--- src/rtl/flash_cmd_pkg.sv ---
package flash_cmd_pkg;

    typedef enum logic [2:0] {
        M_READ,
        M_IDENT,
        M_ERASING,
        M_SUSPENDED,
        M_SUSP_IDENT
    } mode_t;

    typedef enum logic [2:0] {
        Q_IDLE,
        Q_KEY1,
        Q_KEY2,
        Q_ARMED,
        Q_AKEY1,
        Q_AKEY2
    } seq_t;

    typedef struct packed {
        logic reset;
        logic suspend;
        logic resume;
        logic ident;
        logic erase;
    } cmd_ev_t;

    localparam int          UNLK_W     = 11;
    localparam logic [10:0] KEY_ADDR_A = 11'h555;
    localparam logic [10:0] KEY_ADDR_B = 11'h2AA;
    localparam logic [7:0]  KEY_DATA_A = 8'hAA;
    localparam logic [7:0]  KEY_DATA_B = 8'h55;
    localparam logic [7:0]  OP_IDENT   = 8'h90;
    localparam logic [7:0]  OP_ARM     = 8'h80;
    localparam logic [7:0]  OP_CONFIRM = 8'h30;
    localparam logic [7:0]  OP_RESUME  = 8'h30;
    localparam logic [7:0]  OP_SUSPEND = 8'hB0;
    localparam logic [7:0]  OP_RESET   = 8'hF0;

endpackage

--- src/rtl/flash_seq_decode.sv ---
module flash_seq_decode
    import flash_cmd_pkg::*;
(
    input  logic                clk,
    input  logic                rst_n,
    input  logic                wr_en,
    input  logic [UNLK_W-1:0]   addr_lo,
    input  logic [7:0]          wdata,
    output cmd_ev_t             ev
);

    seq_t st_q, st_d;

    logic hit_a;
    logic hit_b;

    assign hit_a = (addr_lo == KEY_ADDR_A) && (wdata == KEY_DATA_A);
    assign hit_b = (addr_lo == KEY_ADDR_B) && (wdata == KEY_DATA_B);

    always_ff @(posedge clk or negedge rst_n) begin
        if (!rst_n) begin
            st_q <= Q_IDLE;
        end else begin
            st_q <= st_d;
        end
    end

    always_comb begin
        st_d = st_q;
        ev   = '0;
        if (wr_en) begin
            if (wdata == OP_RESET) begin
                ev.reset = 1'b1;
                st_d     = Q_IDLE;
            end else if (wdata == OP_SUSPEND) begin
                ev.suspend = 1'b1;
                st_d       = Q_IDLE;
            end else if (wdata == OP_RESUME && st_q != Q_AKEY2) begin
                ev.resume = 1'b1;
                st_d      = Q_IDLE;
            end else begin
                unique case (st_q)
                    Q_IDLE: begin
                        st_d = hit_a ? Q_KEY1 : Q_IDLE;
                    end
                    Q_KEY1: begin
                        st_d = hit_b ? Q_KEY2 : Q_IDLE;
                    end
                    Q_KEY2: begin
                        st_d = Q_IDLE;
                        if (addr_lo == KEY_ADDR_A && wdata == OP_IDENT) begin
                            ev.ident = 1'b1;
                        end else if (addr_lo == KEY_ADDR_A && wdata == OP_ARM) begin
                            st_d = Q_ARMED;
                        end
                    end
                    Q_ARMED: begin
                        st_d = hit_a ? Q_AKEY1 : Q_IDLE;
                    end
                    Q_AKEY1: begin
                        st_d = hit_b ? Q_AKEY2 : Q_IDLE;
                    end
                    Q_AKEY2: begin
                        st_d = Q_IDLE;
                        if (wdata == OP_CONFIRM) begin
                            ev.erase = 1'b1;
                        end
                    end
                    default: begin
                        st_d = Q_IDLE;
                    end
                endcase
            end
        end
    end

endmodule

--- src/rtl/flash_id_read.sv ---
module flash_id_read #(
    parameter int          SECT_W    = 4,
    parameter logic [7:0]  MAKER_ID  = 8'h7F,
    parameter logic [7:0]  DEVICE_ID = 8'h5B
) (
    input  logic [7:0]             lo_byte,
    input  logic [SECT_W-1:0]      sector,
    input  logic [(1<<SECT_W)-1:0] sect_prot,
    output logic [7:0]             code
);

    always_comb begin
        case (lo_byte)
            8'h00, 8'h04, 8'h08, 8'h0C: code = MAKER_ID;
            8'h01:                      code = DEVICE_ID;
            8'h02:                      code = {7'b0, sect_prot[sector]};
            default:                    code = 8'h00;
        endcase
    end

endmodule

--- src/rtl/flash_cmd_fsm.sv ---
module flash_cmd_fsm
    import flash_cmd_pkg::*;
#(
    parameter int          ADDR_W    = 15,
    parameter int          SECT_W    = 4,
    parameter logic [7:0]  MAKER_ID  = 8'h7F,
    parameter logic [7:0]  DEVICE_ID = 8'h5B
) (
    input  logic                     clk,
    input  logic                     rst_n,
    input  logic                     wr_en,
    input  logic [ADDR_W-1:0]        addr,
    input  logic [7:0]               wdata,
    input  logic                     rd_en,
    input  logic [(1<<SECT_W)-1:0]   sect_prot,
    input  logic                     erase_done,
    output logic [7:0]               rdata,
    output logic                     rd_id_valid,
    output logic                     id_mode,
    output logic                     erase_run,
    output logic                     erase_susp,
    output logic                     erase_start,
    output logic [SECT_W-1:0]        erase_sector
);

    localparam int N_SECT = 1 << SECT_W;
    localparam int SEC_LO = ADDR_W - SECT_W;

    mode_t             mode_q, mode_d;
    cmd_ev_t           ev;
    logic [SECT_W-1:0] sec_field;
    logic [7:0]        id_code;
    logic              start_q, start_d;
    logic [SECT_W-1:0] sector_q;
    logic              rvalid_q;
    logic [7:0]        rdata_q;

    assign sec_field = addr[ADDR_W-1:SEC_LO];

    flash_seq_decode u_seq (
        .clk     (clk),
        .rst_n   (rst_n),
        .wr_en   (wr_en),
        .addr_lo (addr[UNLK_W-1:0]),
        .wdata   (wdata),
        .ev      (ev)
    );

    flash_id_read #(
        .SECT_W    (SECT_W),
        .MAKER_ID  (MAKER_ID),
        .DEVICE_ID (DEVICE_ID)
    ) u_id (
        .lo_byte   (addr[7:0]),
        .sector    (sec_field),
        .sect_prot (sect_prot[N_SECT-1:0]),
        .code      (id_code)
    );

    // next-mode logic
    always_comb begin
        mode_d  = mode_q;
        start_d = 1'b0;
        unique case (mode_q)
            M_READ: begin
                if (ev.ident) begin
                    mode_d = M_IDENT;
                end else if (ev.erase) begin
                    mode_d  = M_ERASING;
                    start_d = 1'b1;
                end
            end
            M_IDENT: begin
                if (ev.reset) mode_d = M_READ;
            end
            M_ERASING: begin
                if (erase_done)      mode_d = M_READ;
                else if (ev.suspend) mode_d = M_SUSPENDED;
            end
            M_SUSPENDED: begin
                if (ev.resume)     mode_d = M_ERASING;
                else if (ev.ident) mode_d = M_SUSP_IDENT;
            end
            M_SUSP_IDENT: begin
                if (ev.reset) mode_d = M_SUSPENDED;
            end
            default: mode_d = M_READ;
        endcase
    end

    // state register
    always_ff @(posedge clk or negedge rst_n) begin
        if (!rst_n) begin
            mode_q   <= M_READ;
            start_q  <= 1'b0;
            sector_q <= '0;
            rvalid_q <= 1'b0;
            rdata_q  <= '0;
        end else begin
            mode_q   <= mode_d;
            start_q  <= start_d;
            if (start_d) sector_q <= sec_field;
            rvalid_q <= rd_en && id_mode;
            rdata_q  <= (rd_en && id_mode) ? id_code : 8'h00;
        end
    end

    // outputs
    always_comb begin
        id_mode      = (mode_q == M_IDENT) || (mode_q == M_SUSP_IDENT);
        erase_run    = (mode_q == M_ERASING);
        erase_susp   = (mode_q == M_SUSPENDED) || (mode_q == M_SUSP_IDENT);
        erase_start  = start_q;
        erase_sector = sector_q;
        rd_id_valid  = rvalid_q;
        rdata        = rdata_q;
    end

endmodule

--- config.mk ---
export PLATFORM = sky130hd
export DESIGN_NAME = flash_cmd_fsm
export DESIGN_NICKNAME = d
export VERILOG_FILES = /design/src/rtl/flash_cmd_pkg.sv /design/src/rtl/flash_seq_decode.sv /design/src/rtl/flash_id_read.sv /design/src/rtl/flash_cmd_fsm.sv
export SDC_FILE = /design/constraint.sdc
export NUM_CORES = 1
export LEC_CHECK = 0
export ABC_CLOCK_PERIOD_IN_PS = 1800
export BUFFER_PORTS_ARGS = -buffer_cell sky130_fd_sc_hd__buf_2
export CAP_MARGIN = 40
export CORE_ASPECT_RATIO = 1.75
export CORE_UTILIZATION = 25
export DETAILED_ROUTE_END_ITERATION = 12
export SLEW_MARGIN = 25
export SYNTH_ARGS = -nofsm -noshare
export SYNTH_HDL_FRONTEND = slang
export SYNTH_HIERARCHICAL = 1
export SYNTH_SLANG_ARGS = --single-unit
--- constraint.sdc ---
create_clock -name clk -period 1.8 [get_ports clk]
set_input_delay 0.18 -clock clk [delete_from_list [all_inputs] [get_ports clk]]
set_output_delay 0.18 -clock clk [all_outputs]
set_load 0.01 [all_outputs]
==> results of run 1 <==
==> cells in the mapped netlist (all sizes together) (2+ instances only) <==
library cell,instances
a21o,2
buf,8
mux2,6
and3,10
and4bb,2
nor2,10
mux4,5
nand2,4
nor3b,4
o21ai,6
inv,6
a32oi,2
nand3,3
nor4,5
a21oi,2
dfrtp,20
nor4b,6
nor4bb,2
o22ai,3
and4,2
nor3,4
and2,2
or4b,2
==> per-layer routing <==
layer / vias to the layer above / global-route usage (%) / share of wire (%)
li1: 674 / - / -
met1: 668 / 14.0 / 38
met2: 51 / 24.2 / 54
met3: 6 / 2.71 / 6.2
met4: 0 / 4.95 / 1.7
met5: - / 0 / 0
==> stage by stage <==
step / cells / instance area [um2] / total power, mW / setup TNS, ns / hold slack [ns]
after floorplan: 128 / 1400 / 0.960 / -0.146 / -0.116
after global placement: 282 / 1930 / 1.16 / -1.27 / 0.165
after detailed placement: 282 / 1930 / 1.16 / -1.49 / 0.171
after CTS: 289 / 2050 / 1.66 / -1.07 / 0.172
after global routing: 291 / 2110 / 1.87 / -1.81 / 0.167
final: 291 / 2110 / 1.76 / -0.977 / 0.179
==> area by class of cell <==
cell class	count	area share, %
multi-input cells	94	41.3
repair buffers	93	26.2
flip-flops and latches	20	23.7
well taps	74	4.38
clock buffers	3	1.95
clock inverters	1	1.42
inverters	6	1.07
==> where the power goes <==
part	total [mW]	switching [mW]	internal [mW]
clock	0.447	0.150	0.296
combinational	0.745	0.332	0.413
sequential	0.565	0.0778	0.487
==> worst paths after layout <==
| check | from | endpoint | depth (start not counted) |
|---|---|---|---|
| min in group asynchronous | rst_n | u_seq/st_q[1] | 2 |
| max | u_seq/st_q[2] | mode_q[1] | 7 |
| max reg2reg | u_seq/st_q[2] | mode_q[1] | 7 |
| max in group asynchronous | rst_n | erase_sector[0] | 2 |
| min reg2reg | erase_sector[1] | erase_sector[1] | 1 |
| min | addr[11] | erase_sector[0] | 2 |
==> worst reg2reg max path, cell delays in order (launching register included) <==
cell and delay [ns]:
dfrtp_1 0.41, nor4bb_2 0.32, and4_4 0.26, and3_4 0.19, nor2_4 0.04, o21ai_2 0.07, nor4b_4 0.31, mux2_4 0.33
==> sequential cells by signal, summed over array words and instances (netlist names) <==
name,cells
u_seq/st_q,3
erase_start,1
erase_sector,4
mode_q,3
rdata,8
rd_id_valid,1
==> what timing repair did <==
action	in CTS	in global routing
hold buffers	1	0
pin swaps	0	5
hold endpoints to repair	20	0
resized for setup	4	11
setup endpoints to repair	7	7
buffers inserted	2	3
==> cell families (layout without fill, tap and decap cells) <==
family	Yosys count	count (layout)
mux	11	11
flops	20	20
compound gates	19	19
xor+xnor	1	1
buf+inv	14	103
simple gates	62	62
other cells	1	1
==> cells in the final DEF (no fill, tap or decap), types with 2 or more instances in the layout <==
| master | synthesis | layout |
|---|---|---|
| dfrtp_1 | 20 | 20 |
| nor4b_4 | 0 | 2 |
| o22ai_1 | 3 | 3 |
| nor2_1 | 10 | 9 |
| nand3_1 | 3 | 2 |
| buf_2 | 0 | 60 |
| nor4_1 | 3 | 3 |
| nor3_1 | 4 | 4 |
| buf_4 | 6 | 31 |
| clkbuf_8 | 0 | 3 |
| and3_1 | 9 | 8 |
| nor4b_1 | 4 | 3 |
| nor3b_1 | 3 | 3 |
| o21ai_0 | 5 | 5 |
| mux4_1 | 4 | 4 |
| nand2_1 | 4 | 4 |
| mux2_4 | 0 | 6 |
| a32oi_1 | 2 | 2 |
| a21oi_1 | 2 | 2 |
| inv_1 | 6 | 6 |
==> run summary, run 1 <==
Crit-path slowest cell - dfrtp_1
# fillers - 538
Largest family of logic cells by synthesized area - simple AND/OR/NAND/NOR gates
Highest clock rate - 490 MHz
CP delay by family, top - simple AND/OR/NAND/NOR gates
Worst Skew - 0.00232 ns
Syn Inst Count - 128
CTS root buf - clkbuf_8
Initial Utilization - 26.0%
Num CTS Buffers - 3
Most used DFF post-synth - dfrtp_1
Clock Latency Late Sink - 0.25 ns
Setup violators final - 7
Startpoint class of the critical path - flop
CP Max Fanout - 3
First-pass GRT wire length - 5.92 mm
Maximum VDD drop - 602 uV
Core area - 5300 um2
Antenna-violating nets left - 0
Required @ worst endpoint - 1.94 ns
Clock buffer depth - 2
Fin crit period - 2.04 ns
DR WL/cell - 13.3 um
XOR/XNOR share of the synthesized area - 0.637%
Critical path type - flop to flop
DRT Pass-1 Iters - 8
Setup slack, reg-to-reg - -0.24 ns
Mean post-synth cell area - 10.7 um2
Rel. slew slack - 61.8%
# IOs - 61
Die area - 5810 um2
Area share of and/or/nand/nor cells after synthesis - 32.8%
Placement Setup Slack - -0.333 ns
Synth cell types - 49
Mux share of post-synthesis cell area - 14.2%
Synth area leader - dfrtp_1
Pin count of the biggest net entering global routing - 21
Fraction of registers with async set/reset - 100%
Mapped cell area - 1380 um2
Syn. warnings - 6
Hold Vio Cnt, Final - 0
RSZ-0062 raised after global routing - true
NumNets Final - 262
Worst path arrival time - 2.19 ns
Leakage power - 1.08 nW
Final count of pins violating max slew - 0
Worst path max stage delay - 0.41 ns
Area of the multi-input gates - 872 um2
Status - finished with violations
Vias in the first global route - 1358
Rows - 35
Port Buffers - 60
Worst Setup End Kind - flop
H-Tree Depth - 1
Die height - 100 um
Overflow left after global routing - 0
Hold Path Class - input pin to flop
Synthesized Nets - 172
Share of cells above drive strength 1 - 56.2%
Initial antenna violation count - 0
Synth top area share - 36.4%
Critical path buffers and inverters - 0
Synth Area in Compound Gates - 9.10%
Power Dens Cells - 832 nW/um2
Max-cap viol count - 0
1st-iter DRT viols - 43
Horiz. Die Dim - 58.1 um
Reg clk slew, reported paths - 0.08 ns
Ranking of synthesized cells by area - dfrtp_1 (36%), mux4_1 (7.6%), and3_1 (4.1%)
Drt via density - 4.81
Critical-path cell list - nor4bb_2 -> and4_4 -> and3_4 -> nor2_4 -> o21ai_2 -> nor4b_4 -> mux2_4
Worst Max-Slew Pin Slew - 0.565 ns
Syn-to-layout area delta - 53.7%
Diode count - 0
Post-Synth Adder-Cell Area - 0%
Sequential element share of the synthesized area - 36.4%
FF/Latch Area - 500 um2
Final core occ - 39.9%
Yosys reg bits - 20
Routed wire length - 3.87 mm
Setup ws final - -0.243 ns
Post-DP HPWL - 3.12 mm
GP Congestion - 0.861
Clock sink total - 20
# DRC - 5
Crit share post-route - 113%
TritonCTS clock tree - yes
Routed via count - 1399
Global router's overall resource usage - 13.0%
Violated checks - design-rule violations, negative setup slack
Post-synth EDFFs - 0
Power figures use the tool's default switching activity.
==> run 2: changes to the inputs <==
--- a/config.mk
+++ b/config.mk
@@ -8,11 +8,11 @@
 export ABC_CLOCK_PERIOD_IN_PS = 1800
 export BUFFER_PORTS_ARGS = -buffer_cell sky130_fd_sc_hd__buf_2
 export CAP_MARGIN = 40
-export CORE_ASPECT_RATIO = 1.75
+export CORE_ASPECT_RATIO = 1.5
 export CORE_UTILIZATION = 25
 export DETAILED_ROUTE_END_ITERATION = 12
+export PLACE_DENSITY = 0.5
 export SLEW_MARGIN = 25
 export SYNTH_ARGS = -nofsm -noshare
 export SYNTH_HDL_FRONTEND = slang
-export SYNTH_HIERARCHICAL = 1
 export SYNTH_SLANG_ARGS = --single-unit
==> run summary, run 2 <==
Mean post-synth cell area - 8.77 um2 (was 10.7 um2)
Fraction of registers with async set/reset - 100% (unchanged)
Critical Path Source - u_seq.st_q[2] (was u_seq/st_q[2])
Worst path max stage delay - 0.40 ns (was 0.41 ns)
DRT Pass-1 Iters - 8 (unchanged)
Horiz. Die Dim - 57.3 um (was 58.1 um)
H-Tree Depth - 1 (unchanged)
Max reg flops - 4 (was 8)
DR WL/cell - 13.6 um (was 13.3 um)
CP Max Fanout - 3 (unchanged)
Yosys reg bits - 15 (was 20)
Num CTS Buffers - 3 (unchanged)
Maximum VDD drop - 233 uV (was 602 uV)
# DRC - 10 (was 5)
Port Buffers - 59 (was 60)
Setup slack, reg-to-reg - -0.01 ns (was -0.24 ns)
R2R Path Start - u_seq.st_q[2] (was u_seq/st_q[2])
Area share of and/or/nand/nor cells after synthesis - 36.4% (was 32.8%)
Synth cell types - 42 (was 49)
Mapped cell area - 1150 um2 (was 1380 um2)
# IOs - 61 (unchanged)
CP delay by family, top - simple AND/OR/NAND/NOR gates (unchanged)
Fin crit period - 1.81 ns (was 2.04 ns)
Status - finished with violations (unchanged)
Synth area leader - dfrtp_1 (unchanged)
Core area - 4320 um2 (was 5300 um2)
Synthesized Nets - 175 (was 172)
Global router's overall resource usage - 14.6% (was 13.0%)
Leakage power - 0.807 nW (was 1.08 nW)
Worst Setup End Kind - flop (unchanged)
Max-cap viol count - 0 (unchanged)
Routed via count - 1251 (was 1399)
CTS root buf - clkbuf_8 (unchanged)
Initial Utilization - 26.6% (was 26.0%)
Clock sink total - 15 (was 20)
Overflow left after global routing - 0 (unchanged)
Setup ws final - -0.0132 ns (was -0.243 ns)
1st-iter DRT viols - 26 (was 43)
Violated checks - design-rule violations, negative setup slack (unchanged)
Commonest non-fill, non-tap cell in the layout - buf_2 (unchanged)
XOR/XNOR share of the synthesized area - 0.763% (was 0.637%)
Syn. warnings - 0 (was 6)
Post-DP HPWL - 2.85 mm (was 3.12 mm)
Synth Area in Compound Gates - 11.8% (was 9.10%)
Clock Latency Late Sink - 0.26 ns (was 0.25 ns)
Mux share of post-synthesis cell area - 11.5% (was 14.2%)
Antenna-violating nets left - 0 (unchanged)
Required @ worst endpoint - 1.94 ns (about the same)
Final core occ - 37.8% (was 39.9%)
Hold Path Class - input pin to flop (unchanged)
Highest clock rate - 552 MHz (was 490 MHz)
Reg2reg path depth - 6 (was 7)
WP depth - 6 (was 7)
Routed wire length - 3.36 mm (was 3.87 mm)
Top cells by count, synth - nand2_1 (24), dfrtp_1 (15), nor2_1 (13), nor3_1 (7), nand3_1 (6) (was dfrtp_1 (20), nor2_1 (10), and3_1 (9), buf_4 (6), inv_1 (6))
Most numerous cell in the Yosys netlist - nand2_1 (was dfrtp_1)
Total Power - 1.28 mW (was 1.76 mW)
Worst Skew - 0.00468 ns (was 0.00232 ns)
Largest family of logic cells by synthesized area - simple AND/OR/NAND/NOR gates (unchanged)
NumNets Final - 247 (was 262)
Most used DFF post-synth - dfrtp_1 (unchanged)
Share of cells above drive strength 1 - 46.0% (was 56.2%)
Worst path arrival time - 1.96 ns (was 2.19 ns)
Initial antenna violation count - 0 (unchanged)
Crit path capture - mode_q[0] (was mode_q[1])
GP Congestion - 0.778 (was 0.861)
Setup violators final - 1 (was 7)
Pin count of the biggest net entering global routing - 16 (was 21)
Die height - 85.0 um (was 100 um)
Ranking of synthesized cells by area - dfrtp_1 (33%), mux4_2 (9.8%), nand2_1 (7.8%) (was dfrtp_1 (36%), mux4_1 (7.6%), and3_1 (4.1%))
Diode count - 0 (unchanged)
Post-synth EDFFs - 0 (unchanged)
Hold Vio Cnt, Final - 0 (unchanged)
Synth top area share - 32.7% (was 36.4%)
TritonCTS clock tree - yes (unchanged)
Reg clk slew, reported paths - 0.07 ns (was 0.08 ns)
Drt via density - 5.04 (was 4.81)
Power Dens Cells - 785 nW/um2 (was 832 nW/um2)
Crit share post-route - 101% (was 113%)
Die area - 4880 um2 (was 5810 um2)
Most frequent cells in the layout - buf_2 (59), nand2_1 (24), buf_4 (16), dfrtp_1 (15), nor2_1 (13) (was buf_2 (60), buf_4 (31), dfrtp_1 (20), nor2_1 (9), and3_1 (8))
RSZ-0062 raised after global routing - true (unchanged)
Crit-path slowest cell - or3b_1 (was dfrtp_1)
Clock buffer depth - 2 (unchanged)
Final count of pins violating max slew - 0 (unchanged)
Rows - 29 (was 35)
FF-to-FF End - mode_q[0] (was mode_q[1])
Syn Inst Count - 131 (was 128)
Critical path buffers and inverters - 0 (unchanged)
First-pass GRT wire length - 5.51 mm (was 5.92 mm)
Vias in the first global route - 1260 (was 1358)
Post-Synth Adder-Cell Area - 0% (unchanged)
Sequential element share of the synthesized area - 32.7% (was 36.4%)
Syn-to-layout area delta - 42.0% (was 53.7%)
Critical-path cell list - nor4b_2 -> nand4_1 -> or3b_1 -> a211o_1 -> a22oi_2 -> a221oi_2 (was nor4bb_2 -> and4_4 -> and3_4 -> nor2_4 -> o21ai_2 -> nor4b_4 -> mux2_4)
Critical path type - flop to flop (unchanged)
Startpoint class of the critical path - flop (unchanged)
run 2: cell types whose count changed after synthesis, sizes merged, moves of 4 or more:
cell / change
and3: -8
nand3: +4
mux2: -6
o21ai: -5
nor4b: -5
nand2: +20
dfrtp: -5
run 2: metrics by stage:
stage / hold slack, ns / cells / TNS (ns) / area (um2) / worst slack [ns]
4_1_cts: 0.145 / 248 / -0.00762 / 1620 / -0.00762
5_1_grt: 0.156 / 248 / -0.171 / 1630 / -0.109
6_report: 0.151 / 248 / -0.0132 / 1630 / -0.0132
3_3_place_gp: 0.115 / 242 / 0 / 1560 / 0.0191
2_1_floorplan: -0.116 / 131 / 0 / 1150 / 0.0339
3_5_place_dp: 0.111 / 242 / -0.0265 / 1560 / -0.0265
run 2: kinds of logic after synthesis:
kind of cell | count (synthesis)
AND/OR/NAND/NOR | 75
multiplexers | 7
XOR/XNOR | 1
AO/OA/AOI/OAI | 18
buffers and inverters | 14
flip-flops | 15
other | 1
run 2: final cells by class:
class                           count  area, um2
Multi-Input combinational cell    102        708
Timing Repair Buffer               76        425
Clock buffer                        3       41.3
Inverter                            5       18.8
Tap cell                           46       57.6
Fill cell                         464       2690
Sequential cell                    15        375
Clock inverter                      1       5.00
run 2: worst min path at each step:
| stage | from | endpoint | slack (ns) | depth (start not counted) |
|---|---|---|---|---|
| floorplan | rst_n | erase_sector[0] | -0.12 | 0 |
| global placement | rst_n | u_seq.st_q[0] | 0.11 | 1 |
| detailed placement | rst_n | u_seq.st_q[0] | 0.11 | 1 |
| CTS | addr[0] | rdata[5] | 0.15 | 2 |
| global route | addr[0] | rdata[5] | 0.16 | 2 |
| finish | addr[0] | rdata[5] | 0.15 | 2 |
run 2: worst register-to-register path, stage by stage, from the launching register on:
cell      delay (ns)
dfrtp_1         0.39
nor4b_2         0.25
nand4_1         0.17
or3b_1          0.40
a211o_1         0.31
a22oi_2         0.14
a221oi_2        0.04
run 2: layer usage:
layer | part of all wire (%) | track usage [%]
met5 | 0 | 0
met4 | 1.5 | 5.32
met3 | 4.8 | 2.13
met2 | 53 | 27.0
met1 | 41 | 16.4
run 2: report_power, final:
part / switching, mW / leakage [nW] / internal, mW / total, mW
Sequential: 0.0236 / 0.205 / 0.367 / 0.391
Combinational: 0.299 / 0.577 / 0.304 / 0.603
Clock: 0.133 / 0.0255 / 0.154 / 0.287
Total: 0.456 / 0.807 / 0.825 / 1.28
run 2: repair_timing:
action	4_1_cts	5_1_grt
setup endpoints to repair	1	3
hold buffers	1	0
buffers inserted	1	0
hold endpoints to repair	15	0
pin swaps	1	0
gates resized for setup	0	2
